**src/rtl/cpu8_pkg.sv**
```systemverilog
package cpu8_pkg;

  localparam int OPC_W = 4;
  localparam int IMM_W = 4;

  typedef enum logic [OPC_W-1:0] {
    OP_NOP  = 4'h0,
    OP_LDI  = 4'h1,
    OP_MOV  = 4'h2,
    OP_ADD  = 4'h3,
    OP_AND  = 4'h4,
    OP_NAND = 4'h5,
    OP_OR   = 4'h6,
    OP_XNOR = 4'h7,
    OP_SHR  = 4'h8,
    OP_SHL  = 4'h9,
    OP_SWP  = 4'hA,
    OP_JMP  = 4'hB,
    OP_JZ   = 4'hC,
    OP_RD   = 4'hD,
    OP_WR   = 4'hE,
    OP_HLT  = 4'hF
  } op_e;

  typedef enum logic [2:0] {
    ST_F0   = 3'd0,
    ST_F1   = 3'd1,
    ST_F2   = 3'd2,
    ST_X1   = 3'd3,
    ST_X2   = 3'd4,
    ST_X3   = 3'd5,
    ST_HALT = 3'd6
  } state_e;

  // two-operand operations that read Rx and the staged source
  function automatic logic is_alu2(op_e op);
    return op inside {OP_ADD, OP_AND, OP_NAND, OP_OR, OP_XNOR};
  endfunction

  function automatic logic needs_x2(op_e op);
    return is_alu2(op) || op inside {OP_SWP, OP_RD, OP_WR};
  endfunction

endpackage

```
**src/rtl/cpu8_seq.sv**
```systemverilog
module cpu8_seq
  import cpu8_pkg::*;
(
  input  logic   clk,
  input  logic   rst_n,
  input  op_e    op,
  output state_e state
);

  state_e nxt;

  always_comb begin
    nxt = state;
    case (state)
      ST_F0: nxt = ST_F1;
      ST_F1: nxt = ST_F2;
      ST_F2: nxt = ST_X1;
      ST_X1: begin
        if (op == OP_HLT)      nxt = ST_HALT;
        else if (needs_x2(op)) nxt = ST_X2;
        else                   nxt = ST_F0;
      end
      ST_X2:   nxt = (op == OP_SWP || op == OP_RD) ? ST_X3 : ST_F0;
      ST_X3:   nxt = ST_F0;
      ST_HALT: nxt = ST_HALT;
      default: nxt = ST_F0;
    endcase
  end

  always_ff @(posedge clk or negedge rst_n) begin
    if (!rst_n) state <= ST_F0;
    else        state <= nxt;
  end

endmodule

```
**src/rtl/cpu8_regfile.sv**
```systemverilog
module cpu8_regfile #(
  parameter int DW   = 8,
  parameter int NREG = 4,
  parameter int SW   = $clog2(NREG)
) (
  input  logic          clk,
  input  logic          rst_n,
  input  logic          we,
  input  logic [SW-1:0] waddr,
  input  logic [DW-1:0] wdata,
  input  logic [SW-1:0] rx_sel,
  input  logic [SW-1:0] ry_sel,
  output logic [DW-1:0] rx_data,
  output logic [DW-1:0] ry_data,
  output logic [DW-1:0] r0_data
);

  logic [DW-1:0] rq [NREG];

  for (genvar g = 0; g < NREG; g++) begin : g_reg
    logic [DW-1:0] q;
    always_ff @(posedge clk or negedge rst_n) begin
      if (!rst_n)                          q <= '0;
      else if (we && waddr == SW'(g))      q <= wdata;
    end
    assign rq[g] = q;
  end

  assign rx_data = rq[rx_sel];
  assign ry_data = rq[ry_sel];
  assign r0_data = rq[0];

endmodule

```
**src/rtl/cpu8_alu.sv**
```systemverilog
module cpu8_alu
  import cpu8_pkg::*;
#(
  parameter int DW = 8
) (
  input  op_e           op,
  input  logic [DW-1:0] a,
  input  logic [DW-1:0] b,
  output logic [DW-1:0] y,
  output logic          ovf
);

  logic [DW:0] sum;

  always_comb begin
    sum = {a[DW-1], a} + {b[DW-1], b};
    ovf = 1'b0;
    y   = b;
    case (op)
      OP_ADD: begin
        y   = sum[DW-1:0];
        ovf = sum[DW] ^ sum[DW-1];
      end
      OP_AND:  y = a & b;
      OP_NAND: y = ~(a & b);
      OP_OR:   y = a | b;
      OP_XNOR: y = ~(a ^ b);
      OP_SHR:  y = {b[DW-1], b[DW-1:1]};
      OP_SHL:  y = {b[DW-2:0], 1'b0};
      default: y = b;
    endcase
  end

  // signed overflow of a sum is only possible with equal operand signs
  always_comb begin
    if (op == OP_ADD && ovf)
      assert_add_sign_R6: assert (a[DW-1] == b[DW-1]);
  end

endmodule

```
**src/rtl/cpu8_core.sv**
```systemverilog
module cpu8_core
  import cpu8_pkg::*;
#(
  parameter int DATA_W = 8,
  parameter int ADDR_W = 12,
  parameter int NREG   = 4
) (
  input  logic              clk,
  input  logic              rst_n,
  output logic [ADDR_W-1:0] mem_addr,
  output logic              mem_we,
  output logic [DATA_W-1:0] mem_wdata,
  input  logic [DATA_W-1:0] mem_rdata,
  output logic              overflow
);

  localparam int IW       = 2 * DATA_W;
  localparam int RSW      = $clog2(NREG);
  localparam int FIELD_HI = IW - OPC_W - 1;

  state_e            state;
  logic [ADDR_W-1:0] pc_q, mar_q, pc_inc, tgt;
  logic [IW-1:0]     ir_q;
  logic [DATA_W-1:0] a_q;
  logic              ovf_q;
  op_e               op;
  logic [RSW-1:0]    rx_sel, ry_sel;
  logic [DATA_W-1:0] imm_ext;

  logic              rf_we;
  logic [RSW-1:0]    rf_waddr;
  logic [DATA_W-1:0] rf_wdata, rx_data, ry_data, r0_data;
  logic [DATA_W-1:0] alu_b, alu_y;
  logic              alu_ovf;
  logic              r0_zero;

  assign op      = op_e'(ir_q[IW-1 -: OPC_W]);
  assign rx_sel  = ir_q[FIELD_HI -: RSW];
  assign ry_sel  = ir_q[FIELD_HI-RSW -: RSW];
  assign imm_ext = {{(DATA_W-IMM_W){1'b0}}, ir_q[FIELD_HI -: IMM_W]};
  assign tgt     = ir_q[ADDR_W-1:0];
  assign pc_inc  = pc_q + ADDR_W'(1);
  assign r0_zero = (r0_data == '0);

  cpu8_seq u_seq (
    .clk   (clk),
    .rst_n (rst_n),
    .op    (op),
    .state (state)
  );

  cpu8_regfile #(.DW(DATA_W), .NREG(NREG), .SW(RSW)) u_rf (
    .clk     (clk),
    .rst_n   (rst_n),
    .we      (rf_we),
    .waddr   (rf_waddr),
    .wdata   (rf_wdata),
    .rx_sel  (rx_sel),
    .ry_sel  (ry_sel),
    .rx_data (rx_data),
    .ry_data (ry_data),
    .r0_data (r0_data)
  );

  cpu8_alu #(.DW(DATA_W)) u_alu (
    .op  (op),
    .a   (rx_data),
    .b   (alu_b),
    .y   (alu_y),
    .ovf (alu_ovf)
  );

  // register write-back selection per state
  always_comb begin
    rf_we    = 1'b0;
    rf_waddr = rx_sel;
    rf_wdata = alu_y;
    alu_b    = (state == ST_X1) ? ry_data : a_q;
    case (state)
      ST_X1: begin
        case (op)
          OP_LDI: begin
            rf_we    = 1'b1;
            rf_waddr = '0;
            rf_wdata = imm_ext;
          end
          OP_MOV: begin
            rf_we    = 1'b1;
            rf_wdata = ry_data;
          end
          OP_SHR, OP_SHL: rf_we = 1'b1;
          default: ;
        endcase
      end
      ST_X2: begin
        if (is_alu2(op)) begin
          rf_we = 1'b1;
        end else if (op == OP_SWP) begin
          rf_we    = 1'b1;
          rf_waddr = ry_sel;
          rf_wdata = rx_data;
        end
      end
      ST_X3: begin
        if (op == OP_SWP) begin
          rf_we    = 1'b1;
          rf_wdata = a_q;
        end else if (op == OP_RD) begin
          rf_we    = 1'b1;
          rf_waddr = '0;
          rf_wdata = mem_rdata;
        end
      end
      default: ;
    endcase
  end

  // program counter, address register, instruction and staging registers
  always_ff @(posedge clk or negedge rst_n) begin
    if (!rst_n) begin
      pc_q  <= '0;
      mar_q <= '0;
      ir_q  <= '0;
      a_q   <= '0;
      ovf_q <= 1'b0;
    end else begin
      case (state)
        ST_F0: begin
          pc_q  <= pc_inc;
          mar_q <= pc_inc;
        end
        ST_F1: begin
          ir_q[IW-1:DATA_W] <= mem_rdata;
          pc_q  <= pc_inc;
          mar_q <= pc_inc;
        end
        ST_F2: ir_q[DATA_W-1:0] <= mem_rdata;
        ST_X1: begin
          if (is_alu2(op) || op == OP_SWP) a_q <= ry_data;
          if (op == OP_JMP || (op == OP_JZ && r0_zero)) begin
            pc_q  <= tgt;
            mar_q <= tgt;
          end
          if (op == OP_RD || op == OP_WR) mar_q <= tgt;
        end
        ST_X2: begin
          if (op == OP_ADD) ovf_q <= alu_ovf;
          if (op == OP_RD || op == OP_WR) mar_q <= pc_q;
        end
        default: ;
      endcase
    end
  end

  assign mem_addr  = mar_q;
  assign mem_we    = (state == ST_X2) && (op == OP_WR);
  assign mem_wdata = mem_we ? r0_data : '0;
  assign overflow  = ovf_q;

  // every fetch starts from the program counter
  assert_mar_tracks_pc_R2: assert property (@(posedge clk) disable iff (!rst_n)
    (state == ST_F0) |-> (mar_q == pc_q));

  // a halted core keeps the bus frozen and never writes
  assert_halt_frozen_R12: assert property (@(posedge clk) disable iff (!rst_n)
    (state == ST_HALT) |=> ($stable(mem_addr) && !mem_we));

  // an unconditional jump redirects the very next bus address
  assert_jump_target_R9: assert property (@(posedge clk) disable iff (!rst_n)
    (state == ST_X1 && op == OP_JMP) |=> (mem_addr == $past(tgt)));

  // overflow changes only after the write-back of an add
  assert_ovf_source_R6: assert property (@(posedge clk) disable iff (!rst_n)
    !$stable(overflow) |-> ($past(state) == ST_X2 && $past(op) == OP_ADD));

  // a write strobe lasts a single cycle
  assert_write_pulse_R11: assert property (@(posedge clk) disable iff (!rst_n)
    mem_we |=> !mem_we);

endmodule

```
**config.mk**
```make
export PLATFORM = sky130hd
export DESIGN_NAME = cpu8_core
export DESIGN_NICKNAME = d
export VERILOG_FILES = /design/src/rtl/cpu8_pkg.sv /design/src/rtl/cpu8_seq.sv /design/src/rtl/cpu8_regfile.sv /design/src/rtl/cpu8_alu.sv /design/src/rtl/cpu8_core.sv
export SDC_FILE = /design/constraint.sdc
export NUM_CORES = 1
export LEC_CHECK = 0
export ABC_AREA = 1
export BUFFER_PORTS_ARGS = -buffer_cell sky130_fd_sc_hd__buf_2
export CAP_MARGIN = 20
export CELL_PAD_IN_SITES_DETAIL_PLACEMENT = 1
export CELL_PAD_IN_SITES_GLOBAL_PLACEMENT = 2
export CORE_ASPECT_RATIO = 1.4
export CORE_MARGIN = 3
export CORE_UTILIZATION = 35
export CTS_CLUSTER_DIAMETER = 120
export CTS_CLUSTER_SIZE = 25
export DETAILED_ROUTE_END_ITERATION = 6
export PLACE_DENSITY = 0.89
export SYNTH_ARGS = -nofsm -noshare
export SYNTH_HDL_FRONTEND = slang
export SYNTH_SLANG_ARGS = --single-unit
```
**constraint.sdc**
```tcl
create_clock -name clk -period 2.8 [get_ports clk]
set_input_delay 0.56 -clock clk [delete_from_list [all_inputs] [get_ports clk]]
set_output_delay 0.56 -clock clk [all_outputs]
set_load 0.02 [all_outputs]
```
==> impl_metrics.tcl, run 1 <==
set metrics [dict create \
    cts_max_level 3 \
    gp_congestion 0.896 \
    syn_area_sq_um 5930 \
    synth-compound-area-share_pct 17.2 \
    die-area_sq_um 18600 \
    syn2layout_area_growth_pct 22.2 \
    synth_top_family_by_area "simple AND/OR/NAND/NOR gates" \
    synth_seq_cells 84 \
    rows 55 \
    synthSimpleGateAreaFrac_pct 33.0 \
    skew_ps 5.79 \
    firstDrtPassIters 4 \
    setup_viol 0 \
    finalHoldViolCount 0 \
    synth_fa_ha_area_share_pct 3.80 \
    clock_path_buffers 2 \
    cp_max_fo 13 \
    cp_num_buf_inv 3 \
    syn_nets 917 \
    totalWireLength_mm 21.7 \
    grt_pass1_wl_mm 33.9 \
    antenna_cells 0 \
    drc 0 \
    io_buffers 31 \
    synth_common_cells "313 x nand2_1, 106 x inv_1, 84 x dfrtp_1" \
    fin_area_sq_um 7250 \
    synth.distinct_cells 44 \
    hpwl_mm 16.9 \
    wire_per_inst_um 18.4 \
    die_h_um 160 \
    grt.overflow.total 0 \
    rsz0062_at_grt "yes" \
    cp-end-kind "register" \
    max_stage_delay_ps 380 \
    synth_top_area_share_pct 35.4 \
    cp-start-kind "register" \
    ir_drop_mv 0.433 \
    grt_usage_pct 23.4 \
    max_clock_freq_ghz 0.370 \
    synthMuxAreaShare_pct 0 \
    arrival_ps 2930 \
    ant_nets 0 \
    status "finished, final reports clean" \
    ys_top_cells_by_area "dfrtp_1 35%, nand2_1 20%, o21ai_0 6.7%, inv_1 6.7%, nor2_1 4.0%" \
    drv_slew 0 \
    fin_crit_sh_pct 96.5 \
    routed_via_density 5.31 \
    synth_top_area_cell "dfrtp_1" \
    synth.avg_cell_area_sq_um 6.68 \
    final_util_pct 44.3 \
    power_density_nw_per_um2 1530 \
    cts.sinks 84 \
    clock_latency_ps 350 \
    hp-class "input port to async pin" \
    cts_tree "yes" \
    tightest_slew_ps 609 \
    maxCapViolCount 0 \
    place_area_sq_um 6700 \
    ys_async_sr_fraction_pct 100 \
    relSlewSlack_pct 59.3 \
    synth_edf_count 0 \
    syn_inst 889 \
    cts_root_buffer "clkbuf_16" \
    nets 1007 \
    pin_count 32 \
    core_sq_um 16400 \
    required_ps 3030 \
    start_util_pct 36.2 \
    critPathKind "register to register" \
    critical_path.top_delay_family "simple AND/OR/NAND/NOR gates" \
    cts_buffers 9 \
    die_w_um 116 \
    grt_pass1_vias 6536 \
    vias 6277 \
    p_leak_uw 0.00368 \
    crit_path_top_delay_cell "dfrtp_1" \
    post-route-min-period_ps 2700 \
    grt_max_degree 39 \
    synth.most_common_cell "nand2_1" \
    antenna_found_initial 0 \
    clk_pin_slew_ps 70 \
    synth_ff_type "dfrtp_1" \
    crit_chain "inv_1 > nand2_2 > nor2_4 > buf_12 > buf_4 > nand2_1 > o21a_2 > ha_2 > nand2_2 > a21oi_4 > nor3_1 > nor3_1 > nand4_1 > nand2_2 > nand2_1 > nand2_1 > o21ai_0" \
    synth-xor-area-share_pct 1.18 \
    drive_gt1_share_pct 20.7 \
    yosysSeqAreaShare_pct 35.4 \
    ys_warn_count 0 \
    drt_iter0_drc 308 \
]
through the flow:
stage                     cells  setup slack (ps)  TNS, ps  hold slack (ps)  total power, uW
after floorplan             889               277        0              264             6570
after global placement     1159             -38.8     -148              448             9040
after detailed placement   1159             -81.4     -595              449             9180
after CTS                  1174              5.08        0             77.6            10500
after global routing       1182             -18.8    -39.8             84.9            12100
final                      1182              98.1        0             73.9            11100
where the power goes:
part / switching (uW) / internal [uW]
logic: 4720 / 2900
registers: 515 / 1800
clock network: 560 / 605
sequential cells by signal, summed over array words and instances, names as in the netlist:
| register | cells |
|---|---|
| u_seq.state | 3 |
| ir_q | 16 |
| pc_q | 12 |
| mem_addr | 12 |
| a_q | 8 |
| u_rf.g.q | 24 |
| overflow | 1 |
| u_rf.r0_data | 8 |
layout by cell type, fill, tap and decap left out, types with 16 or more instances in the layout:
master	synthesis	final
nand2_1	313	300
inv_1	106	97
dfrtp_1	84	83
o21ai_0	80	73
buf_4	2	65
nor2_1	63	62
nand3_1	45	45
a21oi_1	35	31
buf_2	6	31
nand2_2	5	18
inv_2	8	16
cell families (layout without fill, tap and decap cells):
kind of cell | after synthesis | after routing
AND/OR/NAND/NOR | 465 | 465
flip-flops | 84 | 84
buffers and inverters | 139 | 233
AO/OA/AOI/OAI | 175 | 175
adder cells (fa/ha/maj) | 18 | 18
XOR/XNOR | 8 | 8
per-layer routing:
| metal | routed length [um] | vias up | global-route usage [%] |
|---|---|---|---|
| met3 | 462 | 46 | 2.65 |
| met5 | 0 | - | 0 |
| li1 | - | 3056 | - |
| met2 | 11800 | 105 | 44.3 |
| met1 | 8750 | 3070 | 26.4 |
| met4 | 716 | 0 | 7.65 |
cell type report:
cell class                 count  area [sq um]
multi-input combinational    666          3460
clock inverter                 6          46.3
fill                        2159          9130
tap                          199           249
sequential                    84          2100
clock buffer                   9           225
inverter                     116           440
timing repair buffer         102           728
worst paths after layout:
check                          startpoint                  to  slack, ps  cells after the start
max                        u_seq.state[2]     u_rf.r0_data[2]        100                     17
min                                 rst_n             ir_q[6]         70                      1
max reg2reg                u_seq.state[2]     u_rf.r0_data[2]        100                     17
min reg2reg                   mem_addr[5]         mem_addr[5]        480                      2
max in group asynchronous           rst_n  u_rf.g_reg[1].q[0]       2040                      2
min in group clk              mem_addr[5]         mem_addr[5]        480                      2
repair_timing:
action,4_1_cts,5_1_grt
gates resized for setup,9,55
setup buffers,0,7
setup endpoints to repair,19,29
cloned,0,1
hold buffers,0,0
pin swaps,0,11
No activity file was read; power rests on OpenSTA's default activity.
==> run 2, diff against run 1 <==
- CORE_UTILIZATION: 35 -> 23
- PLACE_DENSITY: 0.89 -> 0.65
- SETUP_SLACK_MARGIN: not set -> 0.02
- SKIP_LAST_GASP: not set -> 1
==> run 2 against run 1 <==
  * Via count is 1.2% lower
  * Register-to-register slack better by 100 ps
  * Setup slack better by 100 ps
  * Critical path depth is 4 higher
  * Routed wire length is 13% higher
  * Clock power is 13% higher
  * Non-clock buffer count is 7 higher
  * Sequential power hardly changed
  * Combinational power is 7.5% higher
  * Count of clock-buffer cells in the layout is 3 higher
  * Maximum frequency is 4.0% higher
  * Utilization is 14 points lower
==> impl_metrics.tcl, run 2 (same netlist as run 1, synthesis figures left out) <==
set metrics [dict create \
    clock_path_buffers 2 \
    place_area_sq_um 6890 \
    critPathKind "register to register" \
    power_uw 11800 \
    drc 0 \
    gp_congestion 0.847 \
    routed_via_density 4.75 \
    cp_max_fo 6 \
    required_ps 3050 \
    max_clock_freq_ghz 0.385 \
    drt_iter0_drc 233 \
    io_buffers 31 \
    cp-start-kind "register" \
    rsz0062_at_grt "yes" \
    fin_area_sq_um 7610 \
    multiInputGateArea_sq_um 3510 \
    ant_nets 0 \
    rr_worst_depth 21 \
    antenna_found_initial 0 \
    cts.sinks 84 \
    setup_viol 0 \
    max_stage_delay_ps 390 \
    p_leak_uw 0.00377 \
    ctsHoldBuffers 0 \
    die_h_um 196 \
    cts_buffers 9 \
    rows 68 \
    drive_gt1_share_pct 22.1 \
    crit_top_cell "nand2_1" \
    clk_pin_slew_ps 70 \
    totalWireLength_mm 24.6 \
    grt_pass1_vias 6447 \
    hpwl_mm 19.3 \
    cp-end-kind "register" \
    drv_slew 0 \
    finalHoldViolCount 0 \
    final_common_cell "nand2_1" \
    pin_count 32 \
    wire_per_inst_um 18.8 \
    crit_chain "inv_2 > nand2_2 > nor2_4 > buf_12 > inv_4 > nand2_1 > nand2_1 > inv_2 > ha_4 > a21oi_1 > inv_1 > a21oi_2 > nand2_2 > inv_2 > nand2_1 > nand3_1 > nand2_1 > nand2_1 > nand2_2 > nand2_1 > nand2_1" \
    reg.largest.list "u_rf.g.q: 24 flops, ir_q: 16 flops" \
    r2r-end "u_rf.r0_data[7]" \
    hp-class "input port to async pin" \
    die-area_sq_um 27800 \
    grt.overflow.total 0 \
    final_cell_mix "298 x nand2_1, 94 x inv_1, 84 x dfrtp_1, 73 x o21ai_0, 72 x buf_4" \
    power_density_nw_per_um2 1550 \
    nets 1014 \
    core_sq_um 25000 \
    grt_max_degree 37 \
    clock_latency_ps 360 \
    skew_ps 12.2 \
    vias 6204 \
    r2r-start "u_seq.state[2]" \
    tightest_slew_ps 683 \
    ir_drop_mv 0.456 \
    relSlewSlack_pct 54.3 \
    grt_pass1_wl_mm 37.6 \
    fin_crit_sh_pct 92.8 \
    largest_register_ffs 24 \
    cts_root_buffer "clkbuf_16" \
    crit_path_top_delay_cell "dfrtp_1" \
    r2r_setup_slack_ps 200 \
    die_w_um 142 \
    regArea_sq_um 2100 \
    fillCellCount 3165 \
    maxCapViolCount 0 \
    start_util_pct 23.7 \
    arrival_ps 2850 \
    syn2layout_area_growth_pct 28.3 \
    top_register "u_rf.g.q" \
    firstDrtPassIters 4 \
    antenna_cells 0 \
    status "finished, final reports clean" \
    cts_max_level 3 \
    post-route-min-period_ps 2600 \
    grt_usage_pct 17.7 \
    cts_tree "yes" \
]
==> run 2: cell count changes in the layout (fill, tap and decap cells not counted), moves of 3 or more <==
cell / before / now
buf_6: 4 / 0
inv_2: 16 / 20
buf_4: 65 / 72
clkbuf_16: 9 / 12
nand3_1: 45 / 42
clkbuf_8: 0 / 3
nand3_2: 1 / 4
inv_1: 97 / 94
==> run 2: power by group <==
part	internal (uW)	switching, uW
logic	3230	4950
registers	1800	511
clock network	771	553
==> run 2: worst max path at each step <==
stage	slack, ps	start	to	cells after the start
after floorplan	280	u_seq.state[2]	u_rf.g_reg[1].q[6]	19
after global placement	40	ir_q[9]	u_rf.g_reg[1].q[6]	16
after detailed placement	-30	ir_q[10]	u_rf.g_reg[1].q[7]	20
after CTS	40	ir_q[8]	u_rf.g_reg[3].q[5]	21
after global routing	-5	u_seq.state[2]	u_rf.r0_data[7]	23
final	200	u_seq.state[2]	u_rf.r0_data[7]	21
==> run 2: area by class of cell <==
class | instances | share of cell area (%)
tap | 315 | 5.18
clock buffer | 12 | 3.50
sequential | 84 | 27.6
inverter | 116 | 5.75
clock inverter | 4 | 0.723
timing repair buffer | 109 | 11.1
multi-input combinational | 666 | 46.1
==> run 2: metal layers <==
metal,up-vias,track usage [%],part of all wire [%]
li1,3070,-,-
met1,2980,19.8,40
met2,107,33.8,55
met3,47,2.00,2.4
met4,0,6.54,3.3
met5,-,0,0
==> run 2: timing repair <==
action                                 CTS  global route
setup endpoints to repair               13            28
gates resized for setup                  4            62
endpoints found under the hold margin    0             0
cloned                                   0             3
setup buffers                            0            11
pin swaps                                0            22
==> run 2: metrics by stage <==
step                      cells  setup TNS [ps]  worst slack [ps]  hold slack [ps]  utilization [%]
after global placement     1276               0              35.2              456             27.6
final                      1306               0               202              139             30.4
after global routing       1306           -4.80             -4.80              157             30.4
after floorplan             889               0               277              264                -
after CTS                  1292               0              35.2              145             28.9
after detailed placement   1276           -63.7             -25.9              460             27.6
==> run 2: critical path, delay by kind of cell, from the launching register on <==
| family | cells | cell delay [ps] |
|---|---|---|
| adder cells (fa/ha/maj) | 1 | 210 |
| AND/OR/NAND/NOR | 12 | 1070 |
| AO/OA/AOI/OAI | 2 | 280 |
| flip-flops | 1 | 390 |
| buffers and inverters | 6 | 540 |
==> run 3, diff against run 2 <==
- RECOVER_POWER: not set -> 100
==> run 3 against run 2 <==
  * Clock power hardly changed
  * Count of clock-buffer cells in the layout did not move
  * Largest cell class unchanged
  * The run now ends with capacitance limit, slew limit left
  * Global-route usage unchanged
  * Routed wire length up 0.13%
  * Sequential power about the same
  * Highest routed layer unchanged
  * Cell area down 0.89%
  * Clock skew rose by 1.2 ps
==> impl_metrics.tcl, run 3 (same netlist as run 1, synthesis figures left out) <==
set metrics [dict create \
    multiInputGateArea_sq_um 3500 \
    clkPwrFrac_pct 11.3 \
    grt_pass1_wl_mm 37.6 \
    arrival_ps 2960 \
    drive_gt1_share_pct 20.1 \
    critPathKind "register to register" \
    switching_share_pct 51.1 \
    p_seq_share_pct 19.7 \
    die-area_sq_um 27800 \
    nets 1014 \
    cp-start-kind "register" \
    clk_pin_slew_ps 70 \
    min_path_cells 2 \
    max_clock_freq_ghz 0.374 \
    p_sw_uw 6010 \
    setup_viol 0 \
    power_uw 11700 \
    ant_nets 0 \
    violations "capacitance limit, slew limit" \
    cts.sinks 84 \
    status "finished, violations left" \
    die_w_um 142 \
    required_ps 3080 \
    pin_count 32 \
    clock_path_buffers 2 \
    crit_chain "inv_2 > nor2_4 > nand2_1 > nand2_1 > o21ai_0 > nor3_1 > buf_4 > a21oi_1 > nand2_2 > nand2_1 > nand2_1 > o21ai_0" \
    ir_drop_mv 0.456 \
    rr_worst_depth 12 \
    fin_area_sq_um 7540 \
    wire_per_inst_um 18.9 \
    skew_ps 13.4 \
    vias 6256 \
    core_sq_um 25000 \
    firstDrtPassIters 4 \
    rsz0062_at_grt "yes" \
    fillCellCount 3169 \
    post-route-min-period_ps 2670 \
    drv_slew 29 \
    final_cell_mix "300 x nand2_1, 95 x inv_1, 84 x dfrtp_1, 74 x o21ai_0, 64 x buf_4" \
    holdPathEnd "mem_addr[5]" \
    maxCapViolCount 1 \
    intPower_uw 5740 \
    tns_ps 0 \
    place_area_sq_um 6890 \
    final_common_cell "nand2_1" \
    rows 68 \
    grt_usage_pct 17.7 \
    io_buffers 31 \
    critical_path.top_delay_family "simple AND/OR/NAND/NOR gates" \
    antenna_found_initial 0 \
    cts_buffers 9 \
    drt_iter0_drc 246 \
    drc 0 \
    cp_max_fo 8 \
    regArea_sq_um 2100 \
    antenna_cells 0 \
    r2r-start "ir_q[13]" \
    cts_max_level 3 \
    grt_pass1_vias 6447 \
    pwr-share-comb_pct 69.0 \
    r2r-end "u_rf.g_reg[2].q[2]" \
    crit_path_top_delay_cell "o21ai_0" \
    top_register "u_rf.g.q" \
    cts_root_buffer "clkbuf_16" \
    die_h_um 196 \
    start_util_pct 23.7 \
    fin_crit_sh_pct 95.5 \
    grt.overflow.total 0 \
    p_leak_uw 0.00368 \
    cp-end-kind "register" \
    reg.largest.list "u_rf.g.q: 24 flops, ir_q: 16 flops" \
    r2r_setup_slack_ps 130 \
    finalHoldViolCount 0 \
    routed_via_density 4.79 \
    largest_register_ffs 24 \
    tightest_slew_ps 1650 \
    grt_max_degree 37 \
    hold_start "mem_addr[5]" \
    cts_tree "yes" \
    clock_latency_ps 360 \
    totalWireLength_mm 24.6 \
    hp-class "register to register" \
    cp_num_buf_inv 2 \
    crit_path_start "ir_q[13]" \
    relSlewSlack_pct -9.74 \
    gp_congestion 0.847 \
    max_stage_delay_ps 520 \
    holdWs_ps 474 \
    power_density_nw_per_um2 1560 \
    crit_top_cell "nand2_1" \
    hpwl_mm 19.3 \
    final_util_pct 30.2 \
    syn2layout_area_growth_pct 27.1 \
]
-- run 3: cell count changes in the layout (fill, tap and decap cells not counted), sizes merged --
cell,previous run,this run
buf,106,76
clkbuf,15,45
-- run 3: power groups by stage --
stage / sequential (uW) / clock [uW] / combinational (uW)
after floorplan: 2260 / 0 / 4310
after global placement: 2320 / 0 / 7150
after detailed placement: 2320 / 0 / 7200
after CTS: 2300 / 1360 / 7270
after global routing: 2400 / 1410 / 9050
final: 2310 / 1320 / 8110
-- run 3: worst max-delay path by stage --
| stage | end | slack, ps | cells after the start |
|---|---|---|---|
| after floorplan | u_rf.g_reg[1].q[6] | 280 | 19 |
| after global placement | u_rf.g_reg[1].q[6] | 40 | 16 |
| after detailed placement | u_rf.g_reg[1].q[7] | -30 | 20 |
| after CTS | u_rf.g_reg[3].q[5] | 40 | 21 |
| after global routing | u_rf.g_reg[3].q[1] | -7 | 12 |
| final | u_rf.g_reg[2].q[2] | 130 | 12 |
-- run 3: tightest hold or removal path: cells and delay by family (launching register included) --
kind / cells / cell delay (ps)
flip-flops: 1 / 340
AND/OR/NAND/NOR: 2 / 100
-- run 3: final cells by class --
type | instances | share of cell area (%)
inverters | 116 | 5.81
clock inverters | 4 | 0.730
well taps | 315 | 5.22
multi-input cells | 666 | 46.4
flip-flops and latches | 84 | 27.9
clock buffers | 12 | 3.53
repair buffers | 109 | 10.4
-- run 3: metrics by stage --
| stage | cells | worst slack (ps) |
|---|---|---|
| 2_1_floorplan | 889 | 277 |
| 3_3_place_gp | 1276 | 35.2 |
| 3_5_place_dp | 1276 | -25.9 |
| 4_1_cts | 1292 | 35.2 |
| 5_1_grt | 1306 | -7.36 |
| 6_report | 1306 | 125 |
-- run 3: metal layers --
metal | track usage (%) | wire (um) | up-vias
met5 | 0 | 0 | -
li1 | - | - | 3069
met1 | 19.8 | 9790 | 3023
met4 | 6.54 | 819 | 0
met2 | 33.8 | 13400 | 114
met3 | 2.00 | 607 | 50
-- run 3: what timing repair did --
action	in CTS	in global routing
gates cloned	0	3
endpoints found under the setup margin	13	28
gates resized for setup	4	62
buffers inserted	0	11
pin swaps	0	22
hold buffers	0	0
